`src/rtl/fifo_level_irq_pkg.sv`:
```
package fifo_level_irq_pkg;
    typedef enum logic {ST_QUIET = 1'b0, ST_FLAGGED = 1'b1} det_state_e;

    function automatic int mark_of(input int depth, input int code);
        case (code)
            0:       mark_of = depth / 8;
            1:       mark_of = depth / 4;
            2:       mark_of = depth / 2;
            3:       mark_of = (3 * depth) / 4;
            4:       mark_of = (7 * depth) / 8;
            default: mark_of = -1;
        endcase
    endfunction
endpackage

```
`src/rtl/fifo_level_cfg.sv`:
```
module fifo_level_cfg #(
    parameter int DATA_W = 32,
    parameter int SEL_W  = 3
) (
    input  logic              clk,
    input  logic              rst_n,
    input  logic              wr,
    input  logic [DATA_W-1:0] wdata,
    output logic [DATA_W-1:0] rdata,
    output logic [SEL_W-1:0]  rx_sel,
    output logic [SEL_W-1:0]  tx_sel
);
    localparam int USED_W = 2 * SEL_W;
    localparam logic [SEL_W-1:0] SEL_HALF = SEL_W'(2);

    logic [USED_W-1:0] cfg_q;
    logic unused_hi;

    assign unused_hi = ^wdata[DATA_W-1:USED_W];

    always_ff @(posedge clk) begin
        if (!rst_n) cfg_q <= {SEL_HALF, SEL_HALF};
        else if (wr) cfg_q <= wdata[USED_W-1:0];
    end

    assign rx_sel = cfg_q[USED_W-1:SEL_W];
    assign tx_sel = cfg_q[SEL_W-1:0];
    assign rdata  = {{(DATA_W-USED_W){1'b0}}, cfg_q};

    p_cfg_hold_r2: assert property (@(posedge clk) disable iff (!rst_n)
        !wr |=> $stable(rdata));
endmodule

```
`src/rtl/fifo_level_mark.sv`:
```
module fifo_level_mark
    import fifo_level_irq_pkg::*;
#(
    parameter int DEPTH = 16,
    parameter int SEL_W = 3,
    parameter int CNT_W = 5
) (
    input  logic [SEL_W-1:0] sel,
    output logic [CNT_W-1:0] mark,
    output logic             mark_ok
);
    int m;
    always_comb begin
        m       = mark_of(DEPTH, int'(sel));
        mark_ok = (m >= 0);
        mark    = mark_ok ? m[CNT_W-1:0] : '0;
    end
endmodule

```
`src/rtl/fifo_cross_det.sv`:
```
module fifo_cross_det
    import fifo_level_irq_pkg::*;
#(
    parameter int CNT_W   = 5,
    parameter bit FALLING = 1'b0
) (
    input  logic             clk,
    input  logic             rst_n,
    input  logic             strobe,
    input  logic [CNT_W-1:0] count,
    input  logic [CNT_W-1:0] mark,
    input  logic             mark_ok,
    input  logic             clr,
    output logic             ris
);
    det_state_e state_q, state_d;
    logic hit;

    generate
        if (FALLING) begin : g_fall
            assign hit = strobe && mark_ok && (count == mark + CNT_W'(1));
        end else begin : g_rise
            assign hit = strobe && mark_ok && (count == mark);
        end
    endgenerate

    always_comb begin
        state_d = state_q;
        unique case (state_q)
            ST_QUIET:   if (hit) state_d = ST_FLAGGED;
            ST_FLAGGED: if (clr && !hit) state_d = ST_QUIET;
        endcase
    end

    always_ff @(posedge clk) begin
        if (!rst_n) state_q <= ST_QUIET;
        else        state_q <= state_d;
    end

    always_comb begin
        ris = (state_q == ST_FLAGGED);
    end

    p_set_wins_r8: assert property (@(posedge clk) disable iff (!rst_n)
        hit |=> ris);
    p_sticky_r8: assert property (@(posedge clk) disable iff (!rst_n)
        ris && !clr |=> ris);
    p_clear_r8: assert property (@(posedge clk) disable iff (!rst_n)
        ris && clr && !hit |=> !ris);
    p_needs_strobe_r9: assert property (@(posedge clk) disable iff (!rst_n)
        $rose(ris) |-> $past(strobe));
endmodule

```
`src/rtl/fifo_level_irq.sv`:
```
module fifo_level_irq #(
    parameter int DEPTH  = 16,
    parameter int DATA_W = 32,
    parameter int SEL_W  = 3,
    parameter int CNT_W  = $clog2(DEPTH + 1)
) (
    input  logic              clk,
    input  logic              rst_n,
    input  logic [CNT_W-1:0]  rx_count,
    input  logic              rx_push,
    input  logic [CNT_W-1:0]  tx_count,
    input  logic              tx_pop,
    input  logic              reg_wr,
    input  logic [DATA_W-1:0] reg_wdata,
    output logic [DATA_W-1:0] reg_rdata,
    input  logic              rx_clr,
    input  logic              tx_clr,
    output logic              rx_ris,
    output logic              tx_ris,
    output logic              irq
);
    localparam int NDIR = 2;

    logic [SEL_W-1:0] sel  [NDIR];
    logic [CNT_W-1:0] mark [NDIR];
    logic [CNT_W-1:0] cnt  [NDIR];
    logic             ok   [NDIR];
    logic             stb  [NDIR];
    logic             clr  [NDIR];
    logic             ris  [NDIR];

    fifo_level_cfg #(.DATA_W(DATA_W), .SEL_W(SEL_W)) u_cfg (
        .clk(clk), .rst_n(rst_n), .wr(reg_wr), .wdata(reg_wdata),
        .rdata(reg_rdata), .rx_sel(sel[0]), .tx_sel(sel[1])
    );

    assign cnt[0] = rx_count;  assign stb[0] = rx_push; assign clr[0] = rx_clr;
    assign cnt[1] = tx_count;  assign stb[1] = tx_pop;  assign clr[1] = tx_clr;

    for (genvar d = 0; d < NDIR; d++) begin : g_dir
        fifo_level_mark #(.DEPTH(DEPTH), .SEL_W(SEL_W), .CNT_W(CNT_W)) u_mark (
            .sel(sel[d]), .mark(mark[d]), .mark_ok(ok[d])
        );
        fifo_cross_det #(.CNT_W(CNT_W), .FALLING(d == 1)) u_det (
            .clk(clk), .rst_n(rst_n), .strobe(stb[d]), .count(cnt[d]),
            .mark(mark[d]), .mark_ok(ok[d]), .clr(clr[d]), .ris(ris[d])
        );
    end

    assign rx_ris = ris[0];
    assign tx_ris = ris[1];
    assign irq    = rx_ris | tx_ris;

    p_quiet_reserved_r7: assert property (@(posedge clk) disable iff (!rst_n)
        (reg_rdata[5:3] > 3'd4) && !rx_ris |=> !rx_ris);
endmodule

```
`config.mk`:
```
export PLATFORM = sky130hd
export DESIGN_NAME = fifo_level_irq
export DESIGN_NICKNAME = d
export VERILOG_FILES = /design/src/rtl/fifo_level_irq_pkg.sv /design/src/rtl/fifo_level_cfg.sv /design/src/rtl/fifo_level_mark.sv /design/src/rtl/fifo_cross_det.sv /design/src/rtl/fifo_level_irq.sv
export SDC_FILE = /design/constraint.sdc
export NUM_CORES = 1
export LEC_CHECK = 0
export BUFFER_PORTS_ARGS = -buffer_cell sky130_fd_sc_hd__buf_2
export CORE_MARGIN = 3
export CORE_UTILIZATION = 33
export CTS_CLUSTER_DIAMETER = 30
export DETAILED_ROUTE_END_ITERATION = 12
export PLACE_DENSITY = 0.84
export SYNTH_ARGS = -nofsm -noshare
export SYNTH_HDL_FRONTEND = slang
export SYNTH_SLANG_ARGS = --single-unit
```
`constraint.sdc`:
```
create_clock -name clk -period 1.92 [get_ports clk]
set_input_delay 0 -clock clk [delete_from_list [all_inputs] [get_ports clk]]
set_output_delay 0 -clock clk [all_outputs]
set_load 0.005 [all_outputs]
```
==> run_summary.xml <==
<?xml version="1.0" encoding="UTF-8"?>
<metrics>
  <group name="placed_design">
    <metric name="place.gp.congestion" unit="">0.640</metric>
    <metric name="io_buffers" unit="">31</metric>
    <metric name="dp_hpwl" unit="mm">1.01</metric>
    <metric name="dp.cells" unit="">130</metric>
    <metric name="pre_cts_slack" unit="ps">796</metric>
  </group>
  <group name="logic_synthesis">
    <metric name="yosysTopAreaCellShare" unit="%">30.5</metric>
    <metric name="synth_area_leaders" unit="">buf_4 (30%), dfxtp_1 (25%), mux2i_1 (9.4%)</metric>
    <metric name="average_footprint_of_a_synthesized_cell" unit="um^2">8.43</metric>
    <metric name="synth_seq_cells" unit="">8</metric>
    <metric name="yosys-top-cells-count" unit="">buf_4 (26), dfxtp_1 (8), mux2i_1 (6)</metric>
    <metric name="syn_inst" unit="">76</metric>
    <metric name="netlist_cell_types" unit="">24</metric>
    <metric name="yosys_most_used_dff" unit="">dfxtp_1</metric>
    <metric name="ys_warn_count" unit="">0</metric>
    <metric name="synth_most_common_cell" unit="">buf_4</metric>
    <metric name="synth_area" unit="um^2">641</metric>
    <metric name="post-synth-top-area-cell" unit="">buf_4</metric>
    <metric name="synth-edff-count" unit="">0</metric>
    <metric name="synth-seq-area-share" unit="%">25.0</metric>
    <metric name="synth_async_sr_flop_share" unit="%">0</metric>
  </group>
  <group name="grt">
    <metric name="globalRoute.totalOverflow" unit="">0</metric>
    <metric name="grt_pass1_vias" unit="">499</metric>
    <metric name="antenna_found_initial" unit="">0</metric>
    <metric name="grt_start_max_net_pins" unit="">9</metric>
    <metric name="wire_length_of_the_first_global_routing_pass" unit="mm">2.05</metric>
    <metric name="grt_usage" unit="%">11.1</metric>
  </group>
  <group name="layout">
    <metric name="antennaDiodeCount" unit="">0</metric>
    <metric name="final_layout_size_suffix_gt1_share" unit="%">32.2</metric>
    <metric name="finish.net_count" unit="">166</metric>
    <metric name="layout-area-overhead-vs-synth" unit="%">27.0</metric>
    <metric name="post-route-util" unit="%">45.6</metric>
    <metric name="fillerInstances" unit="">180</metric>
    <metric name="cell_count_final_fillers_out" unit="">140</metric>
  </group>
  <group name="timing">
    <metric name="setup-tns-final" unit="ps">0</metric>
    <metric name="finalSetupViolCount" unit="">0</metric>
    <metric name="final.setup_skew" unit="ps">2.71</metric>
    <metric name="period_share" unit="%">66.4</metric>
    <metric name="final-hold-violation-count" unit="">0</metric>
    <metric name="unrepaired_setup_endpoints_after_global_routing" unit="">no</metric>
    <metric name="max_freq" unit="GHz">0.784</metric>
    <metric name="finalWorstPathRequiredPeriod" unit="ps">1280</metric>
    <metric name="setup_ws" unit="ps">644</metric>
    <metric name="slew_violations" unit="">0</metric>
  </group>
  <group name="worst_hold_path">
    <metric name="worst_hold_path.num_cells" unit="">3</metric>
    <metric name="holdPathEnd" unit="">u_cfg.cfg_q[3]$_SDFFE_PN0P_</metric>
    <metric name="timing.hold.worst.start" unit="">reg_wdata[3]</metric>
    <metric name="hold_path_class" unit="">in2reg</metric>
  </group>
  <group name="floorplan">
    <metric name="fp.dieW" unit="um">50.1</metric>
    <metric name="floorplan.core_area" unit="um^2">1780</metric>
    <metric name="std_cell_rows" unit="">15</metric>
    <metric name="die-height" unit="um">50.1</metric>
    <metric name="ioPinCount" unit="">84</metric>
    <metric name="start_util" unit="%">35.9</metric>
    <metric name="die_area" unit="um^2">2510</metric>
  </group>
  <group name="worst_setup_path">
    <metric name="path_class" unit="">in2reg</metric>
    <metric name="cp-end-kind" unit="">register</metric>
    <metric name="reg2reg_depth" unit="">3</metric>
    <metric name="start_kind" unit="">input pin</metric>
    <metric name="crit_path_top_delay_cell" unit="">dlygate4sd3_1</metric>
    <metric name="slowest_delay" unit="ps">550</metric>
    <metric name="cp_data_arrival_time" unit="ps">1420</metric>
    <metric name="rr_endpoint" unit="">u_cfg.cfg_q[1]$_SDFFE_PN1P_</metric>
    <metric name="critical-path-top-cell-by-count" unit="">dlygate4sd3_1</metric>
    <metric name="crit_buf_inv" unit="">3</metric>
    <metric name="cp_max_fo" unit="">1</metric>
    <metric name="rr_startpoint" unit="">u_cfg.cfg_q[1]$_SDFFE_PN1P_</metric>
    <metric name="worst_ep_required_time" unit="ps">2060</metric>
    <metric name="worst-r2r-setup-slack" unit="ps">710</metric>
    <metric name="crit_path_cell_trace" unit="">dlygate4sd3_1 -&gt; buf_2 -&gt; mux2i_1 -&gt; nand2_1 -&gt; dlygate4sd3_1</metric>
    <metric name="critical-path-top-delay-family" unit="">buffers and inverters</metric>
  </group>
  <group name="route">
    <metric name="antenna_nets_post_route" unit="">0</metric>
    <metric name="detail_route.wl_per_cell" unit="um">9.19</metric>
    <metric name="dr.pass1.iters" unit="">3</metric>
    <metric name="detailroute.via_count" unit="">558</metric>
    <metric name="via_per_inst" unit="">3.99</metric>
    <metric name="post-route-drc-count" unit="">0</metric>
    <metric name="initialDrtViolationCount" unit="">5</metric>
    <metric name="drt_wl_total" unit="mm">1.29</metric>
  </group>
  <group name="clock_tree">
    <metric name="clock_edge_transition_at_the_registers_on_the_reported_setup_and_hold_paths" unit="ps">50</metric>
    <metric name="number_of_buffers_created_by_cts" unit="">3</metric>
    <metric name="max-clock-path-buffers" unit="">2</metric>
    <metric name="clkLatencyLatePin" unit="ps">260</metric>
    <metric name="ctsRootBufferMaster" unit="">clkbuf_4</metric>
    <metric name="cts_htree_levels" unit="">1</metric>
    <metric name="cts.sinks" unit="">8</metric>
    <metric name="cts_tree" unit="">done</metric>
    <metric name="number_of_gates_resized_after_cts" unit="">0</metric>
  </group>
  <group name="pwr">
    <metric name="total_leakage_power" unit="uW">0.000423</metric>
    <metric name="cellPowerDensity" unit="nW/um^2">504</metric>
    <metric name="power.ir.vdd_worst" unit="mV">0.333</metric>
  </group>
  <group name="flow_run">
    <metric name="maxCapViolations" unit="">0</metric>
  </group>
  <group name="run_status">
    <metric name="result_of_the_run" unit="">completed</metric>
  </group>
</metrics>
## how the worst max path moves through the flow
| stage | startpoint | endpoint | slack, ps | cells past startpoint |
|---|---|---|---|---|
| after detailed placement | u_cfg.cfg_q[3]$_SDFFE_PN0P_ | g_dir[0].u_det.ris$_SDFF_PN0_ | 800 | 5 |
| after global placement | u_cfg.cfg_q[5]$_SDFFE_PN0P_ | g_dir[0].u_det.ris$_SDFF_PN0_ | 840 | 5 |
| after CTS | reg_wdata[1] | u_cfg.cfg_q[1]$_SDFFE_PN1P_ | 690 | 5 |
| after global routing | reg_wdata[1] | u_cfg.cfg_q[1]$_SDFFE_PN1P_ | 630 | 5 |
| after floorplan | u_cfg.cfg_q[3]$_SDFFE_PN0P_ | g_dir[0].u_det.ris$_SDFF_PN0_ | 920 | 5 |
| final | reg_wdata[1] | u_cfg.cfg_q[1]$_SDFFE_PN1P_ | 640 | 5 |
## kinds of logic after synthesis
logic type | count (synthesis) | synth area share, %
simple gates | 24 | 23.4
compound gates | 7 | 7.03
other cells | 1 | 0.585
flops | 8 | 25.0
buf+inv | 28 | 31.8
mux | 6 | 9.38
xor+xnor | 2 | 2.73
## through the flow
step	area [um^2]	hold WS [ps]	power (uW)
floorplan	734	61.9	274
global placement	721	213	272
detailed placement	721	223	275
CTS	813	11.5	418
global route	813	28.1	446
finish	813	22.6	410
## placed cells by master, fill, tap and decap left out
master         count
nor4bb_1           2
a31oi_1            1
a21boi_1           1
clkbuf_4           3
inv_1              1
nor2b_1            5
nand2b_1           2
mux2i_1            6
dlygate4sd3_1      7
nand3b_1           1
nand2_1            4
a21oi_1            2
nor3b_1            2
nor4_1             1
nor2_1             4
xnor2_1            2
buf_2             31
o31ai_1            1
dfxtp_1            8
or2_2              1
nor4b_2            1
a32oi_1            1
o21ai_1            1
conb_1            26
nor2_2             1
## metal layers
layer | global-route usage [%] | share of wire [%] | vias to the layer above
met5 | 0 | 0 | -
met4 | 6.91 | 2.2 | 0
met3 | 4.53 | 14 | 3
met2 | 19.3 | 47 | 47
met1 | 10.8 | 38 | 229
li1 | - | - | 279
## worst register-to-register path, stage by stage (launching register included)
cell and delay [ps]:
dfxtp_1 340, mux2i_1 140, nand2_1 60, dlygate4sd3_1 550
## layout make-up
cell class	count	area, um^2	share of cell area, %
Clock buffer	3	22.5	2.77
Sequential cell	8	160	19.7
Timing Repair Buffer	38	225	27.7
Inverter	1	3.75	0.462
Multi-Input combinational cell	65	370	45.5
Tap cell	25	31.3	3.85
## power breakdown
| group | internal [uW] | leakage, uW | switching, uW |
|---|---|---|---|
| registers | 175 | 0.0000658 | 11.3 |
| logic | 54.0 | 0.000343 | 44.2 |
| clock network | 71.3 | 0.0000138 | 54.9 |
## what timing repair did
action                                 in CTS  in global routing
buffers inserted                            0                  0
endpoints found under the hold margin       5                  0
hold buffers                                7                  0
## state kept, by name, indices dropped and copies added, names as in the netlist
name,count
u_cfg.cfg_q,6
g_dir.u_det.ris,2
Note: power is estimated with default switching activity, not from simulation.
